## src/rtl/rob_pkg.sv

```systemverilog
package rob_pkg;
    typedef enum logic [0:0] {
        WALK_IDLE = 1'b0,
        WALK_BUSY = 1'b1
    } walk_state_e;
endpackage

```

## src/rtl/rob_entry_array.sv

```systemverilog
module rob_entry_array #(
    parameter int DEPTH = 8,
    parameter int SEQW  = 8,
    parameter int PCW   = 32,
    localparam int IW   = $clog2(DEPTH)
) (
    input  logic            clk,
    input  logic            rst_n,
    input  logic            wr_en,
    input  logic [IW-1:0]   wr_idx,
    input  logic [SEQW-1:0] wr_seq,
    input  logic [PCW-1:0]  wr_pc,
    input  logic [PCW-1:0]  wr_npc,
    input  logic            cpl_en,
    input  logic [IW-1:0]   cpl_idx,
    input  logic [DEPTH-1:0] mark_vec,
    input  logic [IW-1:0]   head_idx,
    input  logic [IW-1:0]   last_idx,
    output logic [SEQW-1:0] seq_all [DEPTH],
    output logic [SEQW-1:0] head_seq,
    output logic [PCW-1:0]  head_pc,
    output logic [PCW-1:0]  head_npc,
    output logic            head_done,
    output logic            head_sqd,
    output logic [SEQW-1:0] last_seq,
    output logic [PCW-1:0]  last_pc
);
    logic [SEQW-1:0]  seq_q [DEPTH];
    logic [PCW-1:0]   pc_q  [DEPTH];
    logic [PCW-1:0]   npc_q [DEPTH];
    logic [DEPTH-1:0] done_q;
    logic [DEPTH-1:0] sqd_q;

    // payload: no reset needed, validity comes from the pointers
    always_ff @(posedge clk) begin
        if (wr_en) begin
            seq_q[wr_idx] <= wr_seq;
            pc_q[wr_idx]  <= wr_pc;
            npc_q[wr_idx] <= wr_npc;
        end
    end

    // per-slot status flags
    always_ff @(posedge clk) begin
        if (!rst_n) begin
            done_q <= '0;
            sqd_q  <= '0;
        end else begin
            for (int i = 0; i < DEPTH; i++) begin
                if (wr_en && wr_idx == IW'(i)) begin
                    done_q[i] <= 1'b0;
                    sqd_q[i]  <= 1'b0;
                end else begin
                    if (cpl_en && cpl_idx == IW'(i)) done_q[i] <= 1'b1;
                    if (mark_vec[i])                 sqd_q[i]  <= 1'b1;
                end
            end
        end
    end

    assign seq_all   = seq_q;
    assign head_seq  = seq_q[head_idx];
    assign head_pc   = pc_q[head_idx];
    assign head_npc  = npc_q[head_idx];
    assign head_done = done_q[head_idx];
    assign head_sqd  = sqd_q[head_idx];
    assign last_seq  = seq_q[last_idx];
    assign last_pc   = pc_q[last_idx];
endmodule

```

## src/rtl/rob_squash_walk.sv

```systemverilog
module rob_squash_walk
    import rob_pkg::*;
#(
    parameter int DEPTH = 8,
    parameter int SQW   = 2,
    parameter int SEQW  = 8,
    localparam int IW   = $clog2(DEPTH),
    localparam int CW   = $clog2(DEPTH + 1)
) (
    input  logic             clk,
    input  logic             rst_n,
    input  logic             req_valid,
    input  logic [SEQW-1:0]  req_seq,
    input  logic [IW-1:0]    tail_idx,
    input  logic [CW-1:0]    occ,
    input  logic [SEQW-1:0]  seq_all [DEPTH],
    output logic             busy,
    output logic [DEPTH-1:0] mark_vec,
    output logic             fin,
    output logic [IW-1:0]    fin_tail,
    output logic [CW-1:0]    fin_kill
);
    walk_state_e     state_q;
    logic [IW-1:0]   wptr_q;
    logic [CW-1:0]   left_q;
    logic [CW-1:0]   nkill_q;
    logic [SEQW-1:0] wseq_q;

    logic            retarget;
    logic [CW-1:0]   nstep;

    // a is younger than b under modular ordering
    function automatic logic is_younger(input logic [SEQW-1:0] a, input logic [SEQW-1:0] b);
        logic [SEQW-1:0] d;
        d = a - b;
        return (d != '0) && !d[SEQW-1];
    endfunction

    // state register process
    always_ff @(posedge clk) begin
        if (!rst_n) begin
            state_q <= WALK_IDLE;
            wptr_q  <= '0;
            left_q  <= '0;
            nkill_q <= '0;
            wseq_q  <= '0;
        end else begin
            unique case (state_q)
                WALK_IDLE: begin
                    if (req_valid) begin          // start
                        state_q <= WALK_BUSY;
                        wptr_q  <= tail_idx - IW'(1);
                        left_q  <= occ;
                        nkill_q <= '0;
                        wseq_q  <= req_seq;
                    end
                end
                WALK_BUSY: begin
                    if (fin) begin                // finish
                        state_q <= WALK_IDLE;
                    end else if (retarget) begin  // retarget
                        wseq_q  <= req_seq;
                    end else begin                // step
                        wptr_q  <= wptr_q - IW'(nstep);
                        left_q  <= left_q - nstep;
                        nkill_q <= nkill_q + nstep;
                    end
                end
                default: state_q <= WALK_IDLE;
            endcase
        end
    end

    // output process
    always_comb begin
        logic go;
        logic hit_old;
        logic [IW-1:0] idx;
        busy     = (state_q == WALK_BUSY);
        retarget = busy && req_valid && is_younger(wseq_q, req_seq);
        go       = busy && !retarget;
        hit_old  = 1'b0;
        nstep    = '0;
        mark_vec = '0;
        for (int k = 0; k < SQW; k++) begin
            idx = wptr_q - IW'(k);
            if (go) begin
                if (left_q > CW'(k)) begin
                    if (is_younger(seq_all[idx], wseq_q)) begin
                        mark_vec[idx] = 1'b1;
                        nstep         = nstep + CW'(1);
                    end else begin
                        hit_old = 1'b1;
                        go      = 1'b0;
                    end
                end else begin
                    go = 1'b0;
                end
            end
        end
        fin      = busy && !retarget && (hit_old || left_q == nstep);
        fin_tail = wptr_q - IW'(nstep) + IW'(1);
        fin_kill = nkill_q + nstep;
    end
endmodule

```

## src/rtl/rob_squash_top.sv

```systemverilog
module rob_squash_top #(
    parameter int DEPTH = 8,
    parameter int SQW   = 2,
    parameter int SEQW  = 8,
    parameter int PCW   = 32,
    localparam int IW   = $clog2(DEPTH),
    localparam int CW   = $clog2(DEPTH + 1)
) (
    input  logic            clk,
    input  logic            rst_n,
    input  logic            ins_valid,
    input  logic [SEQW-1:0] ins_seq,
    input  logic [PCW-1:0]  ins_pc,
    input  logic [PCW-1:0]  ins_npc,
    output logic [IW-1:0]   alloc_idx,
    input  logic            cpl_valid,
    input  logic [IW-1:0]   cpl_idx,
    input  logic            commit_req,
    output logic            commit_fire,
    input  logic            sq_valid,
    input  logic [SEQW-1:0] sq_seq,
    output logic            sq_done,
    output logic            full,
    output logic            empty,
    output logic [CW-1:0]   free_cnt,
    output logic [SEQW-1:0] head_seq,
    output logic [PCW-1:0]  head_pc,
    output logic [PCW-1:0]  head_npc,
    output logic [SEQW-1:0] tail_seq,
    output logic [PCW-1:0]  tail_pc
);
    logic [IW-1:0]    head_q, tail_q;
    logic [CW-1:0]    occ_q;
    logic             busy, fin, ins_fire, head_done, head_sqd, idle_ok;
    logic [DEPTH-1:0] mark_vec;
    logic [IW-1:0]    fin_tail;
    logic [CW-1:0]    fin_kill;
    logic [SEQW-1:0]  seq_all [DEPTH];

    assign idle_ok     = !busy && !sq_valid;
    assign ins_fire    = ins_valid && !full && idle_ok;
    assign commit_fire = commit_req && !empty && head_done && !head_sqd && idle_ok;
    assign full        = (occ_q == CW'(DEPTH));
    assign empty       = (occ_q == '0);
    assign free_cnt    = CW'(DEPTH) - occ_q;
    assign sq_done     = !busy;
    assign alloc_idx   = tail_q;

    always_ff @(posedge clk) begin
        if (!rst_n) begin
            head_q <= '0;
            tail_q <= '0;
            occ_q  <= '0;
        end else if (fin) begin
            tail_q <= fin_tail;
            occ_q  <= occ_q - fin_kill;
        end else begin
            if (ins_fire)    tail_q <= tail_q + IW'(1);
            if (commit_fire) head_q <= head_q + IW'(1);
            occ_q <= occ_q + CW'(ins_fire) - CW'(commit_fire);
        end
    end

    rob_entry_array #(.DEPTH(DEPTH), .SEQW(SEQW), .PCW(PCW)) u_arr (
        .clk(clk), .rst_n(rst_n),
        .wr_en(ins_fire), .wr_idx(tail_q), .wr_seq(ins_seq), .wr_pc(ins_pc), .wr_npc(ins_npc),
        .cpl_en(cpl_valid), .cpl_idx(cpl_idx), .mark_vec(mark_vec),
        .head_idx(head_q), .last_idx(tail_q - IW'(1)),
        .seq_all(seq_all), .head_seq(head_seq), .head_pc(head_pc), .head_npc(head_npc),
        .head_done(head_done), .head_sqd(head_sqd), .last_seq(tail_seq), .last_pc(tail_pc)
    );

    rob_squash_walk #(.DEPTH(DEPTH), .SQW(SQW), .SEQW(SEQW)) u_walk (
        .clk(clk), .rst_n(rst_n),
        .req_valid(sq_valid), .req_seq(sq_seq), .tail_idx(tail_q), .occ(occ_q),
        .seq_all(seq_all), .busy(busy), .mark_vec(mark_vec),
        .fin(fin), .fin_tail(fin_tail), .fin_kill(fin_kill)
    );
endmodule

```

## config.mk

```make
export PLATFORM = sky130hd
export DESIGN_NAME = rob_squash_top
export DESIGN_NICKNAME = d
export VERILOG_FILES = /design/src/rtl/rob_pkg.sv /design/src/rtl/rob_entry_array.sv /design/src/rtl/rob_squash_walk.sv /design/src/rtl/rob_squash_top.sv
export SDC_FILE = /design/constraint.sdc
export NUM_CORES = 1
export LEC_CHECK = 0
export BUFFER_PORTS_ARGS = -buffer_cell sky130_fd_sc_hd__buf_4
export CAP_MARGIN = 40
export CORE_MARGIN = 1
export CORE_UTILIZATION = 50
export CTS_CLUSTER_DIAMETER = 80
export DETAILED_ROUTE_END_ITERATION = 6
export PLACE_DENSITY = 0.68
export SLEW_MARGIN = 20
export SYNTH_ARGS = -nofsm -noshare
export SYNTH_HDL_FRONTEND = slang
export SYNTH_SLANG_ARGS = --single-unit
```

## constraint.sdc

```tcl
create_clock -name clk -period 9.95 [get_ports clk]
set_clock_uncertainty 0.2 [all_clocks]
set_input_delay 0.995 -clock clk [delete_from_list [all_inputs] [get_ports clk]]
set_output_delay 0.995 -clock clk [all_outputs]
set_load 0.01 [all_outputs]
```

==> run metrics, run 1 <==
Placer Congestion=about 0.87; IO Pins=roughly 210; FF-to-FF End=alloc_idx[2]$_SDFFE_PN0P_; Layout Nets=1951; Synth Area per Inst=roughly 18 µm²; hold path endpoint=u_arr.sqd_q[2]$_SDFFE_PP0P_; CTS max path bufs=3; Slew Viols, Final=0; die area=~0.059 mm²; share of layout cells above drive strength 1=around two fifths; clk slew on worst S/H paths=roughly 0.06 ns; initial antenna violation count=4; die height=~240 µm; Layout area overhead=16.6%; post-detail-place hpwl=40400 µm; Die W=around 240 µm; Synth Net Count=1724; crit path time final=approximately 7.0 ns; R2R cell count=23; starting density of the core=approximately half; Yosys top cell area share=60.1%; final instance area=0.0336 mm²; post-synthesis cell count=between 1500 and 2000; detailed-route via count=15800; DR iter-0 viols=between 1000 and 1500; final setup fails=0; hold buffers post-CTS=0; Post-CTS Setup Bufs=0; drt total wl=65900 µm; cts repair resizes=0; largest net degree at the start of global routing=slightly below 100; post-synth top area cell=edfxtp_1; grt total ovfl=0; EDFF count, synth=576; synthesized area=approximately 0.029 mm²; fin crit share=between 70% and 80%; type of origin of the critical path=flip-flop; ys async rst share=0%; HP Class=reg2reg; Most used DFF post-synth=edfxtp_1; setup slack, reg-to-reg=2.95 ns; DR WL/cell=~25 µm; RSZ-0062 raised after global routing=no; Worst R2R Start=u_walk.wptr_q[0]$_SDFFE_PN0P_; Fmax achieved=about 0.14 GHz; Worst EP required=between 10 and 15 ns; Max-Cap Viols=0; hold_sp=u_arr.sqd_q[2]$_SDFFE_PP0P_; warnings from Yosys=0; vias per cell=about 6; Yosys cell types=69; Setup CP Type=reg2reg; Seq/Total Area, Yosys=63.5%; status=completed; Placed Area=0.0315 mm²; DRC Markers=0; Hold Crit Depth=2; core footprint=0.0566 mm²; post-synthesis register bit count=625; GRT Util Overall=a little under a quarter; CTS tree=yes; # clock sinks=625; peak supply drop=around 0.25 mV; critical path arrival=7.29 ns; number of port buffers=211; first-pass GRT wire length=99900 µm; Worst Path Max Fanout=43; synth top area cells=edfxtp_1, mux4_2, mux2_2, dfxtp_1, ha_1; Pre-antenna DRT Iters=5; leading cell type in the layout, fill and taps excluded=edfxtp_1; final hold vios=0; number of global-route vias before repair=between 15000 and 20000; Root Buffer=clkbuf_16; LEAKAGE=about 11 nW; post-route setup TNS=0 ns; Antenna Nets Post-Route=0; Max-slew headroom=a little over two fifths; TritonCTS Buffers=67; commonest non-fill, non-tap cells in the layout=edfxtp_1, mux4_2, buf_4; worst-skew pair later-pin latency=slightly below 0.6 ns; crit end category=flip-flop; worst slew pin tran=0.855 ns; Power Dens Cells=approximately 260 mW/mm²; H-tree depth=3; Site Rows=87
[routing by layer]
layer	vias up	track usage, %	routed length (µm)
met5	-	0	47
met4	6	6.03	1370
met3	95	5.34	4250
met2	432	38.5	33600
met1	8308	29.6	26600
li1	6914	-	-
[stage by stage]
step / util, % / total power [mW] / instances / hold slack (ns) / setup WS (ns)
final: 59.3 / 8.89 / 2617 / 0.249 / 2.95
after global routing: 59.3 / 9.31 / 2616 / 0.266 / 2.20
after CTS: 59.2 / 8.97 / 2614 / 0.251 / 2.89
after detailed placement: 55.6 / 6.61 / 2494 / 0.241 / 2.90
after global placement: 55.3 / 6.55 / 2488 / 0.237 / 3.09
after floorplan: - / 5.40 / 1582 / 0.222 / 2.69
[state kept, by name, indices dropped and copies added (netlist names), 8 cells and up, named ones only]
name           cells
u_walk.wseq_q      8
u_arr.sqd_q        8
u_arr.seq_all     64
u_arr.done_q       8
u_arr.npc_q      256
u_arr.pc_q       256
[worst max-delay path by stage]
| stage | from | endpoint | slack, ns | cells after the start |
|---|---|---|---|---|
| 2_1_floorplan | sq_valid | u_arr.npc_q[4][0]$_DFFE_PP_ | 2.69 | 5 |
| 3_3_place_gp | u_walk.wptr_q[0]$_SDFFE_PN0P_ | alloc_idx[2]$_SDFFE_PN0P_ | 3.09 | 23 |
| 3_5_place_dp | u_walk.wptr_q[0]$_SDFFE_PN0P_ | alloc_idx[2]$_SDFFE_PN0P_ | 2.90 | 23 |
| 4_1_cts | u_walk.wptr_q[0]$_SDFFE_PN0P_ | alloc_idx[2]$_SDFFE_PN0P_ | 2.89 | 23 |
| 5_1_grt | u_walk.wptr_q[0]$_SDFFE_PN0P_ | alloc_idx[2]$_SDFFE_PN0P_ | 2.20 | 23 |
| 6_report | u_walk.wptr_q[0]$_SDFFE_PN0P_ | alloc_idx[2]$_SDFFE_PN0P_ | 2.95 | 23 |
[where the power goes]
part | internal [mW] | leakage, nW | switching (mW) | total [mW]
clock | 1.36 | 1.00 | 0.990 | 2.35
combinational | 1.64 | 4.47 | 1.78 | 3.42
sequential | 3.04 | 5.60 | 0.0808 | 3.12
total | 6.04 | 11.1 | 2.85 | 8.89
[critical path, cell delays in order, from the launching register on]
cell and delay, ns:
dfxtp_2 0.31, buf_4 0.47, inv_2 0.24, ha_1 0.86, mux4_2 0.34, mux2i_1 0.08
ha_1 0.23, fa_1 0.44, xor2_1 0.17, nand3_1 0.09, a2111oi_0 0.36, a31o_2 0.25
nand3b_1 0.29, nor2b_1 0.31, ha_1 0.30, nand2_1 0.07, o32ai_1 0.08, a21oi_2 0.26
a21bo_1 0.46, mux2_2 0.39, ha_1 0.20, xor2_1 0.16, xnor2_1 0.13, o211a_1 0.21
[cell usage after synthesis (all sizes together) (17+ instances only)]
master,instances
edfxtp,576
mux4,247
mux2,115
nand2,89
clkbuf,60
inv,56
dfxtp,49
nor2,47
ha,45
a21oi,33
buf,30
o21ai,24
mux2i,23
xnor2,21
nor2b,17
[area by class of cell]
type | instances | area (µm²)
fill | 4217 | 23000
sequential | 625 | 18300
multi-input combinational | 810 | 10000
timing repair buffer | 248 | 2010
clock buffer | 91 | 1840
tap | 756 | 946
clock inverter | 29 | 224
inverter | 57 | 214
antenna | 1 | 2.50
[logic make-up (layout without fill, tap and decap cells)]
kind of cell | Yosys count | in the layout | synth area share (%)
AOI/OAI and AO/OA | 131 | 131 | 3.17
buffers and inverters | 147 | 425 | 1.97
and+or+nand+nor | 213 | 213 | 3.41
other | 0 | 1 | 0
muxes | 385 | 385 | 24.6
DFF | 625 | 625 | 63.5
adders and majority gates | 53 | 53 | 2.51
xor gates and xnor gates | 28 | 28 | 0.852
(Power assumes the default switching activity.)
==> inputs of run 2 (changes only) <==
==> constraint.sdc (replaced) <==
create_clock -name clk -period 6.9 [get_ports clk]
set_clock_uncertainty 0.2 [all_clocks]
set_input_delay 0.69 -clock clk [delete_from_list [all_inputs] [get_ports clk]]
set_output_delay 0.69 -clock clk [all_outputs]
set_load 0.01 [all_outputs]
==> run 2 against run 1 <==
- critical path depth up 1
- count of clock-buffer cells in the layout fell by 3
- flip-flop and latch count unchanged
- utilization increased by 0.15 points
- critical path type unchanged
- highest routed layer unchanged
==> run metrics, run 2 (synthesis results as in run 1) <==
sequential cell area=0.0183 mm² (unchanged); detailed-route via count=15800 (+0.095%); Root Buffer=clkbuf_16; Max-slew headroom=40.4% (-2.6 points); final core occ=59.4% (+0.15 points); post-route setup TNS=0 ns (unchanged); Setup WS post-layout=0.558 ns (-2.39 ns); Logic pwr share=38.1% (-0.4 points); final hold vios=0 (unchanged); Reg power frac=35.0% (about the same); setup slack, reg-to-reg=0.56 ns (-2.39 ns); multi-input logic area=0.0101 mm² (+0.15%); initial antenna violation count=6 (+2); post-detail-place hpwl=41300 µm (+2.2%); Site Rows=87 (unchanged); GRT Util Overall=23.0% (+0.27 points); H-tree depth=3 (unchanged); Slew Viols, Final=0 (unchanged); commonest non-fill, non-tap cells in the layout=edfxtp_1, mux4_2, buf_4; final setup fails=0 (unchanged); final instance area=0.0336 mm² (+0.25%); TritonCTS Buffers=68 (+1.5%); Layout Nets=1950 (-0.051%); worst slew pin tran=0.894 ns (+0.0391 ns); type of origin of the critical path=flip-flop; number of global-route vias before repair=16400 (+0.092%); R2R cell count=24 (+4.3%); grt total ovfl=0 (unchanged); CTS tree=yes; DR iter-0 viols=1046 (-15%); Die W=242 µm (unchanged); pre-CTS setup slack=0.204 ns (-2.69 ns); crit path from=u_walk.wptr_q[1]$_SDFFE_PN0P_; Worst EP required=7.19 ns (-3.04 ns); Critical-path top delay cell=or2_2; Int Pwr=8.83 mW (+46%); fillers=4195 (-0.52%); crit end category=flip-flop; Antenna Nets Post-Route=0 (unchanged); Placer Congestion=0.873 (about the same); Worst Setup EP=alloc_idx[2]$_SDFFE_PN0P_; largest net degree at the start of global routing=81 (-16%); Cell Count, Final, Fillers Out=2620 (+0.11%); crit path time final=6.34 ns (-0.661 ns); Most Frequent Cell on Critical Path=ha_1; share of layout cells above drive strength 1=39.5% (+0.62 points); Tot Pwr=13.0 mW (+46%); switch share=32.1% (+0.11 points); placed instance count=2492 (-0.080%); Worst R2R Start=u_walk.wptr_q[1]$_SDFFE_PN0P_; LEAKAGE=11.1 nW (+0.22%); CP Cell Sequence=clkinv_1 -> ha_1 -> xor2_1 -> mux4_2 -> mux2i_1 -> inv_1 -> ha_1 -> nor2b_1 -> o2111ai_1 -> a21oi_1 -> a211oi_1 -> nand2b_1 -> nand3b_1 -> or2_2 -> ha_1 -> nand2_1 -> o32ai_1 -> a21oi_2 -> a21bo_2 -> mux2_2 -> ha_1 -> xor2_1 -> xnor2_1 -> o211a_1; die area=0.0586 mm² (unchanged); core footprint=0.0566 mm² (unchanged); status=completed; Max-Cap Viols=0 (unchanged); Layout area overhead=16.8%; DR WL/cell=25.4 µm (+0.79%); worst-skew pair later-pin latency=0.60 ns (about the same); FF-to-FF End=alloc_idx[2]$_SDFFE_PN0P_; Pre-antenna DRT Iters=5 (unchanged); leading cell type in the layout, fill and taps excluded=edfxtp_1; vias per cell=6.02 (about the same); Clk network pwr share=26.9% (+0.5 points); switching pwr=4.18 mW (+47%); die height=242 µm (unchanged); DRC Markers=0 (unchanged); # clock sinks=625 (unchanged); Worst Path Max Fanout=17 (-60%); first-pass GRT wire length=101000 µm (+1.2%); starting density of the core=50.9% (unchanged); Critical Path Max Stage Delay=0.40 ns (-0.46 ns); HP Class=in2reg; RSZ-0062 raised after global routing=no; Placed Area=0.0315 mm² (about the same); peak supply drop=0.297 mV (+18%); Fmax achieved=0.158 GHz (+10%); clk slew on worst S/H paths=0.06 ns (about the same); Setup CP Type=reg2reg; critical path arrival=6.63 ns (-0.66 ns); Hold Slack=0.115 ns (-0.134 ns); fin crit share=91.9% (+22 points); CTS max path bufs=3 (unchanged); drt total wl=66500 µm (+0.90%); number of port buffers=211 (unchanged); IO Pins=212 (unchanged); Power Dens Cells=387 mW/mm² (+46%); Hold Crit Depth=1 (-1)
-- run 2: power by group through the flow --
stage	Clock (mW)	Combinational, mW	Sequential [mW]
6_report	3.50	4.95	4.56
5_1_grt	3.71	5.32	4.59
4_1_cts	3.57	4.97	4.56
3_5_place_dp	0	4.94	4.64
3_3_place_gp	0	4.86	4.63
2_1_floorplan	0	3.23	4.55
-- run 2: worst min-delay path by stage --
stage	start	endpoint
floorplan	u_arr.sqd_q[0]$_SDFFE_PP0P_	u_arr.sqd_q[0]$_SDFFE_PP0P_
global route	ins_pc[9]	u_arr.pc_q[3][9]$_DFFE_PP_
CTS	ins_pc[13]	u_arr.pc_q[2][13]$_DFFE_PP_
detailed placement	u_arr.sqd_q[0]$_SDFFE_PP0P_	u_arr.sqd_q[0]$_SDFFE_PP0P_
global placement	u_arr.sqd_q[1]$_SDFFE_PP0P_	u_arr.sqd_q[1]$_SDFFE_PP0P_
finish	ins_pc[13]	u_arr.pc_q[3][13]$_DFFE_PP_
-- run 2: repair_timing --
item / CTS / global route
endpoints found under the setup margin: 0 / 2
resized for setup: 0 / 2
hold buffers: 0 / 0
setup buffers: 0 / 0
-- run 2: layer usage --
metal	track usage, %	wire (µm)	part of all wire [%]	up-vias
met4	7.87	1540	2.3	6
met5	0	42	0.063	-
met3	4.62	4080	6.1	86
li1	-	-	-	6918
met2	37.8	33300	50	504
met1	30.9	27500	41	8256
-- run 2: worst max-delay path, delay by kind of cell (launching register included) --
family / cells / cell delay [ns]
XOR/XNOR: 3 / 0.55
adder cells (fa/ha/maj): 4 / 1.13
AND/OR/NAND/NOR: 5 / 1.00
buffers and inverters: 2 / 0.35
multiplexers: 3 / 0.99
flip-flops: 1 / 0.33
AO/OA/AOI/OAI: 7 / 1.69
-- run 2: final cells by class --
cell class	instances	share of cell area, %
well taps	756	2.81
clock inverters	35	0.993
clock buffers	88	5.41
multi-input cells	810	29.9
repair buffers	246	5.89
inverters	57	0.636
diodes	3	0.0223
flip-flops and latches	625	54.4
==> inputs of run 3 (changes only) <==
--- a/config.mk
+++ b/config.mk
@@ -5,6 +5,7 @@
 export SDC_FILE = /design/constraint.sdc
 export NUM_CORES = 1
 export LEC_CHECK = 0
+export ABC_AREA = 1
 export BUFFER_PORTS_ARGS = -buffer_cell sky130_fd_sc_hd__buf_4
 export CAP_MARGIN = 40
 export CORE_MARGIN = 1
==> run 3 against run 2 <==
- wire length rose by 25%
- register-to-register slack improved by 0.06 ns
- flip-flop and latch count did not move
- final cell count rose by 52%
- count of clock-buffer cells in the layout fell by 10
- first-iteration DRC count rose by 130%
- highest routed layer unchanged
==> run metrics, run 3 <==
status=completed; post-detail-place hpwl=48700 µm (+18%); Worst Path Max Fanout=30 (+13); number of port buffers=211 (unchanged); multi-input logic area=0.00982 mm² (-2.3%); Critical Path Max Stage Delay=0.60 ns (+0.20 ns); RSZ-0062 raised after global routing=no; H-tree depth=3 (unchanged); Synth Area per Inst=9.89 µm² (-46%); first-pass GRT wire length=126000 µm (+25%); leading cell type in the layout, fill and taps excluded=edfxtp_1; post-route setup TNS=0 ns (unchanged); Clk network pwr share=28.0% (+1.1 points); Max-Cap Viols=0 (unchanged); starting density of the core=50.5% (-0.32 points); number of global-route vias before repair=23000 (+40%); Setup CP Type=reg2reg; vias per cell=5.92 (-1.6%); Worst EP required=7.22 ns (+0.03 ns); sequential cell area=0.0183 mm² (about the same); Placer Congestion=0.898 (+2.9%); die area=0.0605 mm² (+3.4%); Seq/Total Area, Yosys=61.4% (-2.1 points); Int Pwr=8.19 mW (-7.2%); TritonCTS Buffers=69 (+1.5%); post-synthesis cell count=3010 (+90%); post-synth top area cell=edfxtp_1; DR iter-0 viols=2406 (+130%); Die W=246 µm (+1.7%); crit path time final=6.28 ns (-0.0598 ns); Yosys cell types=41 (-41%); fillers=4778 (+14%); initial antenna violation count=3 (-3); Pre-antenna DRT Iters=7 (+2); Power Dens Cells=377 mW/mm² (-2.4%); Layout area overhead=15.8%; share of layout cells above drive strength 1=12.7% (-27 points); clk slew on worst S/H paths=0.06 ns (about the same); type of origin of the critical path=flip-flop; core footprint=0.0589 mm² (+4.1%); Site Rows=89 (+2.3%); grt total ovfl=0 (unchanged); Antenna Nets Post-Route=0 (unchanged); EDFF count, synth=576 (unchanged); Yosys top cell area share=58.1% (-2.0 points); LEAKAGE=12.8 nW (+15%); top cells by count, synth=edfxtp_1, o21ai_0, nor2_1, nand2_1, a21oi_1; critical path arrival=6.60 ns (-0.03 ns); worst slew pin tran=0.908 ns (+0.0137 ns); hold buffers post-CTS=0 (unchanged); final setup fails=0 (unchanged); Most used DFF post-synth=edfxtp_1; warnings from Yosys=0 (unchanged); Most Frequent Cell on Critical Path=ha_1; largest net degree at the start of global routing=130 (+60%); ys async rst share=0% (unchanged); Max-slew headroom=39.5% (-0.91 points); HP Class=in2reg; top-count cell post-synth=edfxtp_1; Layout Nets=3291 (+69%); Critical-path top delay cell=dfxtp_1; placed instance count=3848 (+54%); worst-skew pair later-pin latency=0.63 ns (+0.03 ns); Synth Net Count=3152 (+83%); Post-CTS Setup Bufs=0 (unchanged); post-synthesis register bit count=625 (unchanged); Logic pwr share=37.8% (-0.3 points); synth top area cells=edfxtp_1, o21ai_0, nor2_1, a21oi_1, nand2_1; IO Pins=212 (unchanged); Root Buffer=clkbuf_16; commonest non-fill, non-tap cells in the layout=edfxtp_1, o21ai_0, nor2_1; DRC Markers=0 (unchanged); # clock sinks=625 (unchanged); CTS tree=yes; cts repair resizes=0 (unchanged); GRT Util Overall=27.0% (+4.0 points); detailed-route via count=23600 (+49%); DR WL/cell=20.9 µm (-18%); Cell Count, Final, Fillers Out=3980 (+52%); drt total wl=83200 µm (+25%); synthesized area=0.0298 mm² (+3.4%); final hold vios=0 (unchanged); switching pwr=4.82 mW (+15%); CTS max path bufs=3 (unchanged); switch share=37.0% (+4.9 points); Fmax achieved=0.159 GHz (+0.95%); peak supply drop=0.290 mV (-2.3%); die height=246 µm (+1.7%); Reg power frac=34.2% (-0.8 points); crit end category=flip-flop; Slew Viols, Final=0 (unchanged); fin crit share=91.0% (-0.87 points)
## run 3: changes by cell type in the layout (fill, tap and decap cells not counted), moves of 23 or more
cell and change:
inv_1 +193, o21ai_0 +480, nand2_1 +233, nand3_1 +43
a31oi_1 +109, nor2_1 +390, mux4_2 -247, a21oi_1 +241
o211ai_1 +29, mux2i_1 -23, mux2_2 -115, o22ai_1 +38
## run 3: kinds of logic after synthesis
family	after synthesis	synth area share [%]
fa+ha+maj	53	2.43
flops	625	61.4
xor+xnor	15	0.466
compound gates	1016	18.5
simple gates	847	11.3
buf+inv	454	5.90
## run 3: final timing paths
path / depth (start not counted) / end / start / slack [ns]
worst max register to register: 28 / occ_q[3]$_SDFF_PN0_ / u_walk.wptr_q[0]$_SDFFE_PN0P_ / 0.62
worst min-delay path: 1 / u_arr.npc_q[0][15]$_DFFE_PP_ / ins_npc[15] / 0.08
worst min register to register: 2 / u_arr.sqd_q[3]$_SDFFE_PP0P_ / u_arr.sqd_q[3]$_SDFFE_PP0P_ / 0.25
worst max-delay path: 28 / occ_q[3]$_SDFF_PN0_ / u_walk.wptr_q[0]$_SDFFE_PN0P_ / 0.62
## run 3: critical path, delay by kind of cell, from the launching register on
| kind | cells | cell delay, ns |
|---|---|---|
| xor gates and xnor gates | 3 | 0.55 |
| buffers and inverters | 3 | 0.43 |
| DFF | 1 | 0.60 |
| AOI/OAI and AO/OA | 4 | 0.62 |
| adders and majority gates | 6 | 1.91 |
| and+or+nand+nor | 12 | 1.82 |
## run 3: final cells by class
class	instances	area share (%)
clock buffer	78	5.10
timing repair buffer	257	6.24
multi-input combinational	1931	28.5
inverter	265	2.93
clock inverter	47	1.41
antenna	4	0.0290
tap	773	2.80
sequential	625	53.0
## run 3: metal layers
metal	global-route usage (%)	routed length (µm)	vias up
met5	0	27	-
met4	11.3	2710	4
met3	5.68	6860	204
met2	44.1	39600	1022
met1	35.0	34000	11400
li1	-	-	10900
## run 3: power by group through the flow
stage	logic, mW	clock network [mW]	registers [mW]
floorplan	3.00	0	4.50
global placement	4.68	0	4.53
detailed placement	4.83	0	4.53
CTS	4.86	3.69	4.45
global route	5.43	3.84	4.47
finish	4.91	3.64	4.46
## run 3: stage by stage
step                      utilization (%)  instance area [µm²]  power [mW]  hold slack [ns]  worst slack (ns)
after detailed placement             54.6                32200        9.37            0.248             0.682
after global routing                 58.5                34500        13.7           0.0683             0.176
final                                58.6                34500        13.0           0.0828             0.618
after floorplan                         -                29800        7.50            0.232              1.26
after CTS                            58.4                34400        13.0           0.0535             0.646
after global placement               54.3                32000        9.21            0.242             0.867
